**src/rtl/lfs_pkg.sv**
```systemverilog
package lfs_pkg;

  // Phases of the overload retry sequencer.
  typedef enum logic [1:0] {
    PH_IDLE = 2'd0,
    PH_OFF  = 2'd1,
    PH_ON   = 2'd2
  } lfs_phase_t;

  // Trial window length derived from the off period.
  function automatic int unsigned lfs_on_len(input int unsigned off_len);
    return off_len / 10;
  endfunction

endpackage

```
**src/rtl/lfs_reset_sync.sv**
```systemverilog
module lfs_reset_sync #(
  parameter int unsigned STAGES = 2
) (
  input  logic clk,
  input  logic rst_n,
  output logic rst_n_sync
);

  logic [STAGES-1:0] chain_q;

  always_ff @(posedge clk or negedge rst_n) begin
    if (!rst_n) begin
      chain_q <= '0;
    end else begin
      chain_q <= {chain_q[STAGES-2:0], 1'b1};
    end
  end

  assign rst_n_sync = chain_q[STAGES-1];

endmodule

```
**src/rtl/lfs_thermal_latch.sv**
```systemverilog
module lfs_thermal_latch (
  input  logic clk,
  input  logic rst_n,
  input  logic hot_i,
  input  logic cool_i,
  output logic ot_next_o,
  output logic ot_o
);

  logic ot_q;
  logic ot_d;
  logic ot_we;

  // Hot wins; otherwise the flag holds until cool is seen.
  always_comb begin
    ot_d = ot_q;
    if (hot_i) begin
      ot_d = 1'b1;
    end else if (cool_i) begin
      ot_d = 1'b0;
    end
  end

  assign ot_we = (ot_d != ot_q);

  always_ff @(posedge clk or negedge rst_n) begin
    if (!rst_n) begin
      ot_q <= 1'b0;
    end else if (ot_we) begin
      ot_q <= ot_d;
    end
  end

  assign ot_next_o = ot_d;
  assign ot_o      = ot_q;

  a_r10_stays_set: assert property (@(posedge clk) disable iff (!rst_n)
    (ot_q && !cool_i) |=> ot_q);

  a_r9_hot_sets: assert property (@(posedge clk) disable iff (!rst_n)
    hot_i |=> ot_q);

endmodule

```
**src/rtl/lfs_hiccup_seq.sv**
```systemverilog
module lfs_hiccup_seq
  import lfs_pkg::*;
#(
  parameter int unsigned OFF_CYCLES = 45_000_000,
  parameter int unsigned ON_CYCLES  = 4_500_000,
  parameter int unsigned CNT_W      = 26
) (
  input  logic       clk,
  input  logic       rst_n,
  input  logic       hold_i,
  input  logic       overload_i,
  output lfs_phase_t phase_o
);

  localparam logic [CNT_W-1:0] OFF_LAST = CNT_W'(OFF_CYCLES - 1);
  localparam logic [CNT_W-1:0] ON_LAST  = CNT_W'(ON_CYCLES - 1);

  lfs_phase_t       phase_q, phase_d;
  logic [CNT_W-1:0] cnt_q, cnt_d;
  logic             cnt_we;

  // Next-state logic.
  always_comb begin
    phase_d = phase_q;
    cnt_d   = cnt_q;
    if (hold_i) begin
      phase_d = PH_IDLE;
      cnt_d   = '0;
    end else begin
      unique case (phase_q)
        PH_IDLE: begin
          if (overload_i) begin
            phase_d = PH_OFF;
            cnt_d   = '0;
          end
        end
        PH_OFF: begin
          if (cnt_q == OFF_LAST) begin
            phase_d = PH_ON;
            cnt_d   = '0;
          end else begin
            cnt_d = cnt_q + 1'b1;
          end
        end
        PH_ON: begin
          if (overload_i) begin
            phase_d = PH_OFF;
            cnt_d   = '0;
          end else if (cnt_q == ON_LAST) begin
            phase_d = PH_IDLE;
            cnt_d   = '0;
          end else begin
            cnt_d = cnt_q + 1'b1;
          end
        end
        default: begin
          phase_d = PH_IDLE;
          cnt_d   = '0;
        end
      endcase
    end
  end

  assign cnt_we = (cnt_d != cnt_q);

  // Registers.
  always_ff @(posedge clk or negedge rst_n) begin
    if (!rst_n) begin
      phase_q <= PH_IDLE;
    end else begin
      phase_q <= phase_d;
    end
  end

  always_ff @(posedge clk or negedge rst_n) begin
    if (!rst_n) begin
      cnt_q <= '0;
    end else if (cnt_we) begin
      cnt_q <= cnt_d;
    end
  end

  assign phase_o = phase_q;

  a_r3_idle_trips: assert property (@(posedge clk) disable iff (!rst_n)
    (phase_q == PH_IDLE && !hold_i && overload_i) |=> (phase_q == PH_OFF));

  a_r3_off_bound: assert property (@(posedge clk) disable iff (!rst_n)
    (phase_q == PH_OFF) |-> (cnt_q <= OFF_LAST));

  a_r4_on_bound: assert property (@(posedge clk) disable iff (!rst_n)
    (phase_q == PH_ON) |-> (cnt_q <= ON_LAST));

  a_r5_retry: assert property (@(posedge clk) disable iff (!rst_n)
    (phase_q == PH_ON && !hold_i && overload_i) |=> (phase_q == PH_OFF));

  a_r2_hold_idles: assert property (@(posedge clk) disable iff (!rst_n)
    hold_i |=> (phase_q == PH_IDLE));

endmodule

```
**src/rtl/load_fault_sequencer.sv**
```systemverilog
module load_fault_sequencer
  import lfs_pkg::*;
#(
  parameter int unsigned OFF_CYCLES = 45_000_000
) (
  input  logic clk,
  input  logic rst_n,
  input  logic pwr_en_i,
  input  logic static_mode_i,
  input  logic overload_i,
  input  logic temp_hot_i,
  input  logic temp_cool_i,
  output logic out_en_o,
  output logic ovl_flag_o,
  output logic ot_flag_o
);

  localparam int unsigned ON_CYCLES = lfs_on_len(OFF_CYCLES);
  localparam int unsigned CNT_W     = (OFF_CYCLES > 2) ? $clog2(OFF_CYCLES) : 1;

  logic       rst_n_sync;
  logic       ot_next;
  logic       ot_q;
  logic       seq_hold;
  lfs_phase_t phase;
  logic       clamp_flag_q;
  logic       clamp_flag_d;
  logic       clamp_we;

  lfs_reset_sync #(.STAGES(2)) u_rst (
    .clk        (clk),
    .rst_n      (rst_n),
    .rst_n_sync (rst_n_sync)
  );

  lfs_thermal_latch u_therm (
    .clk       (clk),
    .rst_n     (rst_n_sync),
    .hot_i     (temp_hot_i),
    .cool_i    (temp_cool_i),
    .ot_next_o (ot_next),
    .ot_o      (ot_q)
  );

  // Sequencer runs only in pulsed mode, enabled, and with no thermal fault
  // either present or arriving at this edge.
  assign seq_hold = !pwr_en_i || static_mode_i || ot_next;

  lfs_hiccup_seq #(
    .OFF_CYCLES (OFF_CYCLES),
    .ON_CYCLES  (ON_CYCLES),
    .CNT_W      (CNT_W)
  ) u_seq (
    .clk        (clk),
    .rst_n      (rst_n_sync),
    .hold_i     (seq_hold),
    .overload_i (overload_i),
    .phase_o    (phase)
  );

  // Clamp-mode flag tracks the overload input with one register of delay.
  assign clamp_flag_d = overload_i && pwr_en_i && !ot_next;
  assign clamp_we     = (clamp_flag_d != clamp_flag_q);

  always_ff @(posedge clk or negedge rst_n_sync) begin
    if (!rst_n_sync) begin
      clamp_flag_q <= 1'b0;
    end else if (clamp_we) begin
      clamp_flag_q <= clamp_flag_d;
    end
  end

  assign out_en_o   = pwr_en_i && !ot_q && (phase != PH_OFF);
  assign ovl_flag_o = pwr_en_i && !ot_q &&
                      (static_mode_i ? clamp_flag_q : (phase != PH_IDLE));
  assign ot_flag_o  = ot_q;

  a_r2_disable: assert property (@(posedge clk) disable iff (!rst_n_sync)
    !pwr_en_i |-> (!out_en_o && !ovl_flag_o));

  a_r9_hot_output_off: assert property (@(posedge clk) disable iff (!rst_n_sync)
    temp_hot_i |=> (ot_flag_o && !out_en_o));

  a_r7_clamp_stays_on: assert property (@(posedge clk) disable iff (!rst_n_sync)
    (static_mode_i && $past(static_mode_i) && pwr_en_i && !ot_flag_o) |-> out_en_o);

  a_r11_no_ovl_when_hot: assert property (@(posedge clk) disable iff (!rst_n_sync)
    ot_flag_o |-> !ovl_flag_o);

endmodule

```
**config.mk**
```make
export PLATFORM = sky130hd
export DESIGN_NAME = load_fault_sequencer
export DESIGN_NICKNAME = d
export VERILOG_FILES = /design/src/rtl/lfs_pkg.sv /design/src/rtl/lfs_reset_sync.sv /design/src/rtl/lfs_thermal_latch.sv /design/src/rtl/lfs_hiccup_seq.sv /design/src/rtl/load_fault_sequencer.sv
export SDC_FILE = /design/constraint.sdc
export NUM_CORES = 1
export LEC_CHECK = 0
export CORE_ASPECT_RATIO = 0.7
export CORE_MARGIN = 10
export CORE_UTILIZATION = 30
export CTS_CLUSTER_SIZE = 20
export DETAILED_ROUTE_END_ITERATION = 12
export PLACE_DENSITY = 0.42
export SKIP_LAST_GASP = 1
export SYNTH_ARGS = -nofsm -noshare
export SYNTH_HDL_FRONTEND = slang
export SYNTH_SLANG_ARGS = --single-unit
```
**constraint.sdc**
```tcl
create_clock -name clk -period 1.2 [get_ports clk]
set_input_delay 0.24 -clock clk [delete_from_list [all_inputs] [get_ports clk]]
set_output_delay 0.24 -clock clk [all_outputs]
set_load 0.01 [all_outputs]
```
==> impl_metrics.tcl <==
set metrics [dict create \
    io_pins 10 \
    synth_edf_count 0 \
    clkTransAtPathRegs_ns 0.07 \
    postCtsHoldBufs 0 \
    crit_chain "buf_6 > nor4bb_4 > nand3b_1 > o31a_1 > buf_4 > o211ai_1 > a22oi_1" \
    avgViaCountPerCell 5.12 \
    drive_gt1_share_pct 39.9 \
    tritoncts "yes" \
    crit_arrival_ns 2.19 \
    slowest_stage "o31a_1" \
    cts_made_buffers 5 \
    rsz0062_at_grt "true" \
    ys.flop_type "dfrtp_1" \
    cts_max_level 2 \
    outcome "finished, violations left" \
    grt_pass1_vias 2017 \
    cts.sink_count 32 \
    drv_slew 0 \
    finalInstanceArea_um2 3250 \
    rr_worst_depth 7 \
    hold_viol 0 \
    fp.dieW_um 119 \
    synth.distinct_cells 42 \
    grtUsageTotal_pct 13.0 \
    multi_input_area_um2 1370 \
    use_met1_pct 20.0 \
    hpwlAfterDp_mm 4.98 \
    grt_use_met3_pct 2.25 \
    setup_violations 30 \
    start_kind "flop" \
    drtPass1Iterations 4 \
    num_rows 25 \
    avgSynthCellArea_um2 8.40 \
    r2r_slack_ns -0.83 \
    portBuffers 9 \
    synth.largest_area_cell "dfrtp_1" \
    dpl_cell_area_um2 2780 \
    failed_checks "setup timing" \
    core_um2 6730 \
    grt-busiest-layer "met1" \
    fin_util_pct 48.3 \
    antenna_found_initial 0 \
    seq_area_um2 801 \
    grt_max_degree 30 \
    yosysMostFrequentCell "nand2_1" \
    routed_wl_mm 6.84 \
    cp-end-kind "flop" \
    r2r_end "u_seq.cnt_q[14]" \
    overflow 0 \
    synth-seq-cells 32 \
    fmax_ghz 0.492 \
    required_ns 1.36 \
    diodes 0 \
    synth_common_cells "nand2_1, dfrtp_1, nor2_1" \
    fin_crit_sh_pct 169 \
    gp_congestion 0.787 \
    start_util_pct 30.8 \
    synth.top_cell.area_share_pct 38.6 \
    cp_max_fo 4 \
    ys_warn_count 0 \
    worstSetupPathType "reg2reg" \
    skew_ns 0.00718 \
    p_total_uw 2340 \
    fillCellCount 654 \
    synthCells 247 \
    die_y_um 89.6 \
    fin_ws_ns -0.832 \
    clock_latency_ns 0.29 \
    peakVddDrop_v 0.000487 \
    setup_tns_ns -21.91 \
    syn_nets 255 \
    first_iter_violations 136 \
    hp-class "reg2async" \
    ant_nets 0 \
    via_count 2176 \
    syn_area_um2 2070 \
    leakagePower_uw 0.00140 \
    clock_path_buffers 2 \
    gr-usage-met2_pct 18.0 \
    cp_slowest_stage_delay_ns 0.40 \
    pre_cts_slack_ns -0.983 \
    area_delta_synth_final_pct 56.5 \
    async_reset_ff_share_pct 100 \
    cts_root_buf "clkbuf_8" \
    drc 0 \
    synth_area_leaders "dfrtp_1, nand2_1, o221ai_1" \
    dieArea_um2 10700 \
    wl_per_cell_um 16.1 \
    layout.nets 338 \
    yosysSeqAreaShare_pct 38.6 \
    power_density_nw_per_um2 721 \
    grt_pass1_wl_mm 11.1 \
    cap_viol_max_count 0 \
    r2r-start "u_seq.cnt_q[10]" \
    min_period_ns 2.03 \
]
## metrics by stage
stage | instances | hold slack, ns
after floorplan | 247 | -0.0556
after global placement | 404 | 0.0492
after detailed placement | 404 | 0.0593
after CTS | 417 | 0.0661
after global routing | 425 | 0.0719
final | 425 | 0.0577
## per-layer routing
metal,routed length [um],vias up
met5,0,-
met4,51,0
met3,161,6
met2,2810,27
met1,3820,1051
li1,-,1092
## worst max-delay path by stage
stage	slack (ns)	to	startpoint
floorplan	-0.70	u_seq.cnt_q[12]	u_seq.cnt_q[11]
global placement	-1.01	u_seq.cnt_q[15]	u_seq.cnt_q[6]
detailed placement	-0.98	u_seq.cnt_q[6]	u_seq.cnt_q[6]
CTS	-0.83	u_seq.cnt_q[14]	u_seq.cnt_q[9]
global route	-0.91	u_seq.cnt_q[8]	u_seq.cnt_q[11]
finish	-0.83	u_seq.cnt_q[14]	u_seq.cnt_q[10]
## area by class of cell
class / instances / area share, %
Clock buffer: 6 / 2.24
Inverter: 9 / 1.12
Tap cell: 94 / 3.62
Clock inverter: 2 / 1.08
Timing Repair Buffer: 92 / 25.1
Multi-Input combinational cell: 190 / 42.2
Sequential cell: 32 / 24.7
## state kept, by name, summed over array words and instances (netlist names)
| signal | count |
|---|---|
| u_seq.cnt_q | 26 |
| clamp_flag_q | 1 |
| u_rst.chain_q | 2 |
| u_seq.phase_o | 2 |
| u_therm.ot_o | 1 |
## where the power goes
part           switching [uW]  internal (uW)
Sequential               8.19           1090
Clock                     424            616
Combinational             106           99.1
Total                     538           1800
## logic make-up (layout without fill, tap and decap cells)
family,after synthesis,in the layout,share of synthesized area (%)
buffers and inverters,26,109,6.15
and+or+nand+nor,130,130,32.7
adders and majority gates,1,1,0.603
xor gates and xnor gates,2,2,0.845
DFF,32,32,38.6
other,1,1,0.181
AOI/OAI and AO/OA,55,56,20.9
## critical path, delay by kind of cell, from the launching register on
family | cells | cell delay, ns
flip-flops | 1 | 0.39
AND/OR/NAND/NOR | 2 | 0.41
buffers and inverters | 2 | 0.29
AO/OA/AOI/OAI | 3 | 0.82
## repair_timing
item / CTS / global route
pin swaps: 13 / 35
buffers inserted: 4 / 8
gates resized for setup: 33 / 36
setup endpoints to repair: 31 / 31
cloned: 1 / 0
## cell usage in the layout (no fill, tap or decap), types with 4 or more instances in the layout
cell type,n
inv_1,8
dfrtp_1,32
buf_12,4
and2_1,6
o211ai_1,9
o211ai_2,4
nand2_1,45
o221ai_2,11
nor2_1,14
clkdlybuf4s50_1,6
nor3_1,6
clkbuf_8,5
buf_6,13
nor4_1,4
and4_1,5
o31a_1,5
buf_4,65
nor2b_1,4
and3_1,5
nand3_1,10
nand4_1,7
Power figures use the tool's default switching activity.
